===== src/rtl/dma_csr_pkg.sv =====
package dma_csr_pkg;
  // word index of each register (addr[4:2])
  localparam int IDX_STAT = 0;
  localparam int IDX_CTL  = 1;
  localparam int IDX_FILL = 2;
  localparam int IDX_RESP = 3;
  localparam int IDX_SEQ  = 4;

  // status bit positions
  localparam int ST_BUSY    = 0;
  localparam int ST_DEMPTY  = 1;
  localparam int ST_DFULL   = 2;
  localparam int ST_REMPTY  = 3;
  localparam int ST_RFULL   = 4;
  localparam int ST_STOPPED = 5;
  localparam int ST_RESET   = 6;
  localparam int ST_ERR     = 7;
  localparam int ST_EARLY   = 8;
  localparam int ST_IRQ     = 9;
  localparam int STAT_W     = 10;

  // control bit positions
  localparam int CT_STOP   = 0;
  localparam int CT_RESET  = 1;
  localparam int CT_ONERR  = 2;
  localparam int CT_ONEARLY= 3;
  localparam int CT_GIE    = 4;
  localparam int CT_HOLD   = 5;
  localparam int CTL_W     = 6;

  // strobes from control to datapath
  typedef struct packed {
    logic       ctlWr;
    logic       ctlClr;
    logic [2:0] stickyClr;  // [0] error, [1] early, [2] irq
    logic       irqSet;
    logic       errSet;
    logic       earlySet;
    logic       seqClr;
    logic       rdInc;
    logic       wrInc;
  } csrStrobe_t;
endpackage


===== src/rtl/csr_ctrl.sv =====
module csr_ctrl
  import dma_csr_pkg::*;
#(
  parameter int ADDR_W     = 5,
  parameter int RST_CYCLES = 16
) (
  input  logic              clk,
  input  logic              rstN,
  input  logic              wrEn,
  input  logic [ADDR_W-1:0] addr,
  input  logic              wrReset,
  input  logic [2:0]        wrSticky,
  input  logic              onErr,
  input  logic              onEarly,
  input  logic              doneIrqReq,
  input  logic              errEvt,
  input  logic              earlyEvt,
  input  logic              rdDone,
  input  logic              wrDone,
  output csrStrobe_t        strb,
  output logic              resetting
);
  localparam int WIDX_W = ADDR_W - 2;
  localparam int CNT_W  = $clog2(RST_CYCLES + 1);

  logic [WIDX_W-1:0] wordIdx;
  logic              isStat, isCtl, startReset;
  logic [CNT_W-1:0]  rstCnt;

  assign wordIdx    = addr[ADDR_W-1:2];
  assign isStat     = (wordIdx == WIDX_W'(IDX_STAT));
  assign isCtl      = (wordIdx == WIDX_W'(IDX_CTL));
  assign startReset = wrEn && isCtl && !resetting && wrReset;

  always_ff @(posedge clk or negedge rstN) begin
    if (!rstN) begin
      resetting <= 1'b0;
      rstCnt    <= '0;
    end else if (startReset) begin
      resetting <= 1'b1;
      rstCnt    <= CNT_W'(RST_CYCLES - 1);
    end else if (resetting) begin
      if (rstCnt == '0) resetting <= 1'b0;
      else              rstCnt    <= rstCnt - 1'b1;
    end
  end

  always_comb begin
    strb           = '0;
    strb.ctlWr     = wrEn && isCtl && !resetting && !wrReset;
    strb.ctlClr    = resetting || startReset;
    strb.stickyClr = (wrEn && isStat) ? wrSticky : 3'b000;
    strb.irqSet    = doneIrqReq;
    strb.errSet    = errEvt && onErr;
    strb.earlySet  = earlyEvt && onEarly;
    strb.seqClr    = resetting || startReset;
    strb.rdInc     = rdDone && !strb.seqClr;
    strb.wrInc     = wrDone && !strb.seqClr;
  end

  // checker counter: length of the soft-reset window
  logic [CNT_W:0] hiCnt;
  always_ff @(posedge clk or negedge rstN) begin
    if (!rstN)          hiCnt <= '0;
    else if (resetting) hiCnt <= hiCnt + 1'b1;
    else                hiCnt <= '0;
  end


  reset_start_chk: assert property (@(posedge clk) disable iff (!rstN)
    startReset |=> resetting);

  reset_len_chk: assert property (@(posedge clk) disable iff (!rstN)
    $fell(resetting) |-> (hiCnt == (CNT_W+1)'(RST_CYCLES)));
endmodule


===== src/rtl/csr_regs.sv =====
module csr_regs
  import dma_csr_pkg::*;
#(
  parameter int ADDR_W = 5,
  parameter int DATA_W = 32
) (
  input  logic              clk,
  input  logic              rstN,
  input  logic [ADDR_W-1:0] addr,
  input  logic [CTL_W-1:0]  wrCtl,
  input  csrStrobe_t        strb,
  input  logic              resetting,
  input  logic              engBusy,
  input  logic              descEmpty,
  input  logic              descFull,
  input  logic              respEmpty,
  input  logic              respFull,
  input  logic [DATA_W/2-1:0] rdFill,
  input  logic [DATA_W/2-1:0] wrFill,
  input  logic [DATA_W/2-1:0] respFill,
  output logic [DATA_W-1:0] rdData,
  output logic [CTL_W-1:0]  ctlBits,
  output logic              stoppedErr,
  output logic              stoppedEarly,
  output logic              engStop,
  output logic              descHold,
  output logic              irqOut
);
  localparam int HALF_W = DATA_W / 2;
  localparam int WIDX_W = ADDR_W - 2;
  localparam logic [CTL_W-1:0] CTL_MASK = ~(CTL_W'(1) << CT_RESET);

  logic [CTL_W-1:0]  ctlReg;
  logic              irqFlag;
  logic [HALF_W-1:0] rdSeq, wrSeq;
  logic [STAT_W-1:0] statusWord;
  logic [WIDX_W-1:0] wordIdx;

  always_ff @(posedge clk or negedge rstN) begin
    if (!rstN)             ctlReg <= '0;
    else if (strb.ctlClr)  ctlReg <= '0;
    else if (strb.ctlWr)   ctlReg <= wrCtl & CTL_MASK;
  end

  always_ff @(posedge clk or negedge rstN) begin
    if (!rstN) begin
      stoppedErr   <= 1'b0;
      stoppedEarly <= 1'b0;
      irqFlag      <= 1'b0;
    end else begin
      stoppedErr   <= (stoppedErr   && !strb.stickyClr[0]) || strb.errSet;
      stoppedEarly <= (stoppedEarly && !strb.stickyClr[1]) || strb.earlySet;
      irqFlag      <= (irqFlag      && !strb.stickyClr[2]) || strb.irqSet;
    end
  end

  always_ff @(posedge clk or negedge rstN) begin
    if (!rstN) begin
      rdSeq <= '0;
      wrSeq <= '0;
    end else if (strb.seqClr) begin
      rdSeq <= '0;
      wrSeq <= '0;
    end else begin
      if (strb.rdInc) rdSeq <= rdSeq + 1'b1;
      if (strb.wrInc) wrSeq <= wrSeq + 1'b1;
    end
  end

  assign ctlBits  = ctlReg;
  assign engStop  = ctlReg[CT_STOP] || stoppedErr || stoppedEarly;
  assign descHold = ctlReg[CT_HOLD];
  assign irqOut   = irqFlag && ctlReg[CT_GIE];

  always_comb begin
    statusWord              = '0;
    statusWord[ST_BUSY]     = engBusy;
    statusWord[ST_DEMPTY]   = descEmpty;
    statusWord[ST_DFULL]    = descFull;
    statusWord[ST_REMPTY]   = respEmpty;
    statusWord[ST_RFULL]    = respFull;
    statusWord[ST_STOPPED]  = engStop;
    statusWord[ST_RESET]    = resetting;
    statusWord[ST_ERR]      = stoppedErr;
    statusWord[ST_EARLY]    = stoppedEarly;
    statusWord[ST_IRQ]      = irqFlag;
  end

  assign wordIdx = addr[ADDR_W-1:2];

  always_comb begin
    case (wordIdx)
      WIDX_W'(IDX_STAT): rdData = DATA_W'(statusWord);
      WIDX_W'(IDX_CTL):  rdData = DATA_W'(ctlReg);
      WIDX_W'(IDX_FILL): rdData = {wrFill, rdFill};
      WIDX_W'(IDX_RESP): rdData = {{HALF_W{1'b0}}, respFill};
      WIDX_W'(IDX_SEQ):  rdData = {wrSeq, rdSeq};
      default:           rdData = '0;
    endcase
  end


  irq_set_chk: assert property (@(posedge clk) disable iff (!rstN)
    strb.irqSet |=> irqFlag);

  seq_clear_chk: assert property (@(posedge clk) disable iff (!rstN)
    strb.seqClr |=> (rdSeq == '0 && wrSeq == '0));

  rd_count_chk: assert property (@(posedge clk) disable iff (!rstN)
    (strb.rdInc && !strb.seqClr) |=> (rdSeq == HALF_W'($past(rdSeq) + 1'b1)));
endmodule


===== src/rtl/dma_csr_block.sv =====
module dma_csr_block
  import dma_csr_pkg::*;
#(
  parameter int ADDR_W     = 5,
  parameter int DATA_W     = 32,
  parameter int RST_CYCLES = 16
) (
  input  logic                clk,
  input  logic                rstN,
  input  logic                wrEn,
  input  logic [ADDR_W-1:0]   addr,
  input  logic [DATA_W-1:0]   wrData,
  output logic [DATA_W-1:0]   rdData,
  input  logic                engBusy,
  input  logic                descEmpty,
  input  logic                descFull,
  input  logic                respEmpty,
  input  logic                respFull,
  input  logic [DATA_W/2-1:0] rdFill,
  input  logic [DATA_W/2-1:0] wrFill,
  input  logic [DATA_W/2-1:0] respFill,
  input  logic                rdDone,
  input  logic                wrDone,
  input  logic                doneIrqReq,
  input  logic                errEvt,
  input  logic                earlyEvt,
  output logic                engStop,
  output logic                descHold,
  output logic                engReset,
  output logic                irqOut
);
  csrStrobe_t       strb;
  logic             resetting;
  logic [CTL_W-1:0] ctlBits;
  logic             stoppedErr, stoppedEarly;
  logic             unusedBits;

  assign unusedBits = ^{wrData[DATA_W-1:STAT_W], wrData[CTL_W], addr[1:0]};
  assign engReset   = resetting;

  csr_ctrl #(.ADDR_W(ADDR_W), .RST_CYCLES(RST_CYCLES)) uCtrl (
    .clk(clk), .rstN(rstN), .wrEn(wrEn), .addr(addr),
    .wrReset(wrData[CT_RESET]), .wrSticky(wrData[ST_IRQ:ST_ERR]),
    .onErr(ctlBits[CT_ONERR]), .onEarly(ctlBits[CT_ONEARLY]),
    .doneIrqReq(doneIrqReq), .errEvt(errEvt), .earlyEvt(earlyEvt),
    .rdDone(rdDone), .wrDone(wrDone), .strb(strb), .resetting(resetting)
  );

  csr_regs #(.ADDR_W(ADDR_W), .DATA_W(DATA_W)) uRegs (
    .clk(clk), .rstN(rstN), .addr(addr), .wrCtl(wrData[CTL_W-1:0]),
    .strb(strb), .resetting(resetting), .engBusy(engBusy),
    .descEmpty(descEmpty), .descFull(descFull), .respEmpty(respEmpty),
    .respFull(respFull), .rdFill(rdFill), .wrFill(wrFill),
    .respFill(respFill), .rdData(rdData), .ctlBits(ctlBits),
    .stoppedErr(stoppedErr), .stoppedEarly(stoppedEarly),
    .engStop(engStop), .descHold(descHold), .irqOut(irqOut)
  );


  ctl_quiet_chk: assert property (@(posedge clk) disable iff (!rstN)
    resetting |-> (ctlBits == '0));

  err_latch_chk: assert property (@(posedge clk) disable iff (!rstN)
    (errEvt && ctlBits[CT_ONERR]) |=> (stoppedErr && engStop));

  early_latch_chk: assert property (@(posedge clk) disable iff (!rstN)
    (earlyEvt && ctlBits[CT_ONEARLY]) |=> (stoppedEarly && engStop));
endmodule


===== config.mk =====
export PLATFORM = sky130hd
export DESIGN_NAME = dma_csr_block
export DESIGN_NICKNAME = d
export VERILOG_FILES = /design/src/rtl/dma_csr_pkg.sv /design/src/rtl/csr_ctrl.sv /design/src/rtl/csr_regs.sv /design/src/rtl/dma_csr_block.sv
export SDC_FILE = /design/constraint.sdc
export NUM_CORES = 1
export LEC_CHECK = 0
export BUFFER_PORTS_ARGS = -buffer_cell sky130_fd_sc_hd__buf_4
export CAP_MARGIN = 20
export CORE_MARGIN = 4
export CORE_UTILIZATION = 47
export DETAILED_ROUTE_END_ITERATION = 6
export PLACE_DENSITY = 0.87
export REMOVE_ABC_BUFFERS = 1
export SLEW_MARGIN = 40
export SYNTH_ARGS = -nofsm -noshare
export SYNTH_HDL_FRONTEND = slang
export SYNTH_SLANG_ARGS = --single-unit

===== constraint.sdc =====
create_clock -name clk -period 2.45 [get_ports clk]
set_clock_uncertainty 0.1 [all_clocks]
set_input_delay 0.49 -clock clk [delete_from_list [all_inputs] [get_ports clk]]
set_output_delay 0.49 -clock clk [all_outputs]
set_load 0.01 [all_outputs]

==> impl_metrics.yaml <==
floorplanning:
  initial_core_util_pct: 48.8
  rows: 28
  io_pins: 134
  die-width_um: 86.6
  die_area_um2: 7500
  die_y_um: 86.6
  fp.coreArea_um2: 5960
synthesis:
  synth.top_cell.area_share_pct: 39.6
  syn_area_um2: 2910
  yosysUniqueCellTypes: 41
  synth-edff-count: 0
  synth_ff_type: "dfrtp_1"
  yosysMostFrequentCell: "nor2_1"
  ys_seq_elements: 46
  ys_warn_count: 0
  netlist_instances: 338
  async_flop_share_pct: 100
  ys_top_cells_by_count: "56 x nor2_1, 46 x dfrtp_1, 34 x nand2_1"
  syn_avg_cell_area_um2: 8.60
  ys_seq_area_share_pct: 39.6
  ys_top_cells_by_area: "dfrtp_1 40%, mux2i_1 7.9%, nor2_1 7.2%"
  synth_area_leader_cell: "dfrtp_1"
clocking:
  cts_resized: 0
  ctsHoldBuffers: 0
  cts_root_buf: "clkbuf_8"
  cts_buffers: 5
  cts.sinks: 46
  clk_pin_slew_worst_paths_ns: 0.09
  clk_path_buf_depth: 2
  post_cts_buffers: 0
  clock_latency_ns: 0.30
  cts_max_level: 2
  cts_tree: "built"
finish:
  syn2layout_area_growth_pct: 33.2
  n_fill_cell: 517
  fin_nets: 540
  antenna_cells: 0
  drive_above_1_share_pct: 29.2
  ff_latch_area_um2: 1150
  multi_input_area_um2: 1660
  finish.utilization_pct: 65.0
  final_cell_area_um2: 3870
timing:
  fin_setup_tns_ns: 0
  rsz0062_at_grt: "false"
  hold_violations: 0
  finalSetupViolCount: 0
  hold_ws_ns: 0.0932
  clock.fmax_mhz: 434
  finalMaxSlewViolations: 0
  max_slew_margin_pct: 61.4
  finalCritPeriodShare_pct: 94.1
  tightest_slew_ns: 0.579
  finalCriticalPeriod_ns: 2.31
drt:
  ant_nets: 0
  num_vias: 2893
  routedWlPerCell_um: 15.3
  drc: 0
  dr.pass1.iters: 4
  drt_iter0_drc: 171
  wl_um: 7860
  post_drt_via_cell_ratio: 5.63
pwr:
  p_sw_share_pct: 35.4
  comb_power_share_pct: 33.3
  power_frac_seq_pct: 46.8
  power.switching_mw: 0.792
  p_int_mw: 1.45
  p_leak_nw: 1.83
  clockPowerShare_pct: 19.9
  irDropWorstVdd_v: 0.000403
  cellPowerDensity_nw_per_um2: 578
global_routing:
  grt_pass1_wl_um: 13000
  grt_max_degree: 47
  grt_overflow: 0
  grt.total_usage_pct: 21.4
  antenna_found_initial: 0
  grt_pass1_vias: 2893
place:
  place_area_um2: 3790
  gp_congestion: 0.900
  io_buffers: 108
  dpl.hpwl_um: 5900
critical_path:
  crit_family: "buffers and inverters"
  critPathSlowestCell: "buf_4"
  r2r_setup_slack_ns: 0.51
  required_ns: 1.86
  cp_max_fo: 20
  regToRegStartpoint: "uRegs.wrSeq[3]"
  end_kind: "output port"
  startpoint_type: "input port"
  critPathMostFrequentCell: "buf_4"
  max_stage_delay_ns: 0.25
  cp_num_buf_inv: 3
  r2r-end: "uRegs.wrSeq[15]"
  r2r_cells: 4
  path_depth: 7
  crit_arrival_ns: 1.72
  worstSetupPathType: "in -> out"
  worstPathCellList: "buf_4, buf_4, mux2i_1, nor2_1, a21oi_1, o31ai_1, buf_4"
min_path:
  hold_class: "in -> async"
job:
  maxCapViolations: 0
run_status:
  outcome: "finished clean"
[layer usage]
metal,track usage [%],vias to the layer above,wire [um]
li1,-,1400,-
met1,26.4,1370,3280
met2,37.9,106,3900
met3,3.99,17,562
met4,6.23,0,123
met5,0,-,0
[per-stage QoR]
stage | power [mW] | worst slack [ns] | instances
floorplan | 1.42 | 0.250 | 317
global placement | 1.77 | 0.235 | 507
detailed placement | 1.80 | 0.173 | 507
CTS | 2.26 | 0.165 | 514
global route | 2.40 | 0.0671 | 514
finish | 2.24 | 0.144 | 514
[power by group through the flow]
stage | clock network (mW) | registers (mW) | logic, mW
after floorplan | 0 | 1.01 | 0.409
after global placement | 0 | 1.05 | 0.718
after detailed placement | 0 | 1.06 | 0.749
after CTS | 0.461 | 1.04 | 0.753
after global routing | 0.492 | 1.07 | 0.844
final | 0.447 | 1.05 | 0.746
[logic make-up (layout without fill, tap and decap cells)]
group                    Yosys count  count (layout)  synth area share, %
adder cells (fa/ha/maj)            3               3                 1.29
XOR/XNOR                          28              28                 8.44
buffers and inverters             24             125                 3.40
AND/OR/NAND/NOR                  152             152                 26.1
flip-flops                        46              46                 39.6
multiplexers                      23              23                 7.92
AO/OA/AOI/OAI                     62              62                 13.3
[registers in the layout, summed over array words and instances, names as in the netlist]
signal	count
uCtrl.resetting	1
uRegs.stoppedEarly	1
uRegs.irqFlag	1
uRegs.stoppedErr	1
uRegs.rdSeq	16
uRegs.ctlBits	5
uCtrl.rstCnt	5
uRegs.wrSeq	16
[how the worst max path moves through the flow]
stage | from | to | slack, ns
final | addr[3] | rdData[5] | 0.14
after global routing | addr[3] | rdData[5] | 0.07
after CTS | addr[3] | rdData[5] | 0.17
after detailed placement | addr[3] | rdData[5] | 0.17
after global placement | addr[3] | rdData[0] | 0.23
after floorplan | addr[4] | uRegs.rdSeq[0] | 0.25
[cell type report]
cell class                 count  share of cell area [%]
timing repair buffer         115                    22.6
inverter                       3                   0.291
clock inverter                 2                   0.388
sequential                    46                    29.7
multi-input combinational    268                    42.8
clock buffer                   5                    1.78
tap                           75                    2.42
[cell usage in the layout, fill, tap and decap left out, types with 2 or more instances in the layout]
| cell type | count |
|---|---|
| clkbuf_8 | 5 |
| a22o_1 | 2 |
| o31ai_1 | 2 |
| a22oi_1 | 16 |
| xor2_1 | 17 |
| o22ai_1 | 4 |
| and3_1 | 6 |
| dfrtp_1 | 46 |
| nand2_1 | 34 |
| nor2b_1 | 2 |
| inv_1 | 3 |
| clkinvlp_4 | 2 |
| a31oi_1 | 5 |
| xnor2_1 | 11 |
| a21oi_1 | 14 |
| ha_1 | 3 |
| a21o_1 | 2 |
| mux2i_1 | 23 |
| nand3_1 | 12 |
| nand3b_1 | 6 |
| nor3b_1 | 2 |
| nand2b_1 | 2 |
| buf_4 | 114 |
| nor2_1 | 56 |
| o21ai_0 | 15 |
| and4_1 | 2 |
| and2_1 | 2 |
| nand4_1 | 11 |
| nor4_1 | 3 |
| or3_1 | 5 |
| nor3_1 | 2 |
Note: power is estimated with default switching activity, not from simulation.
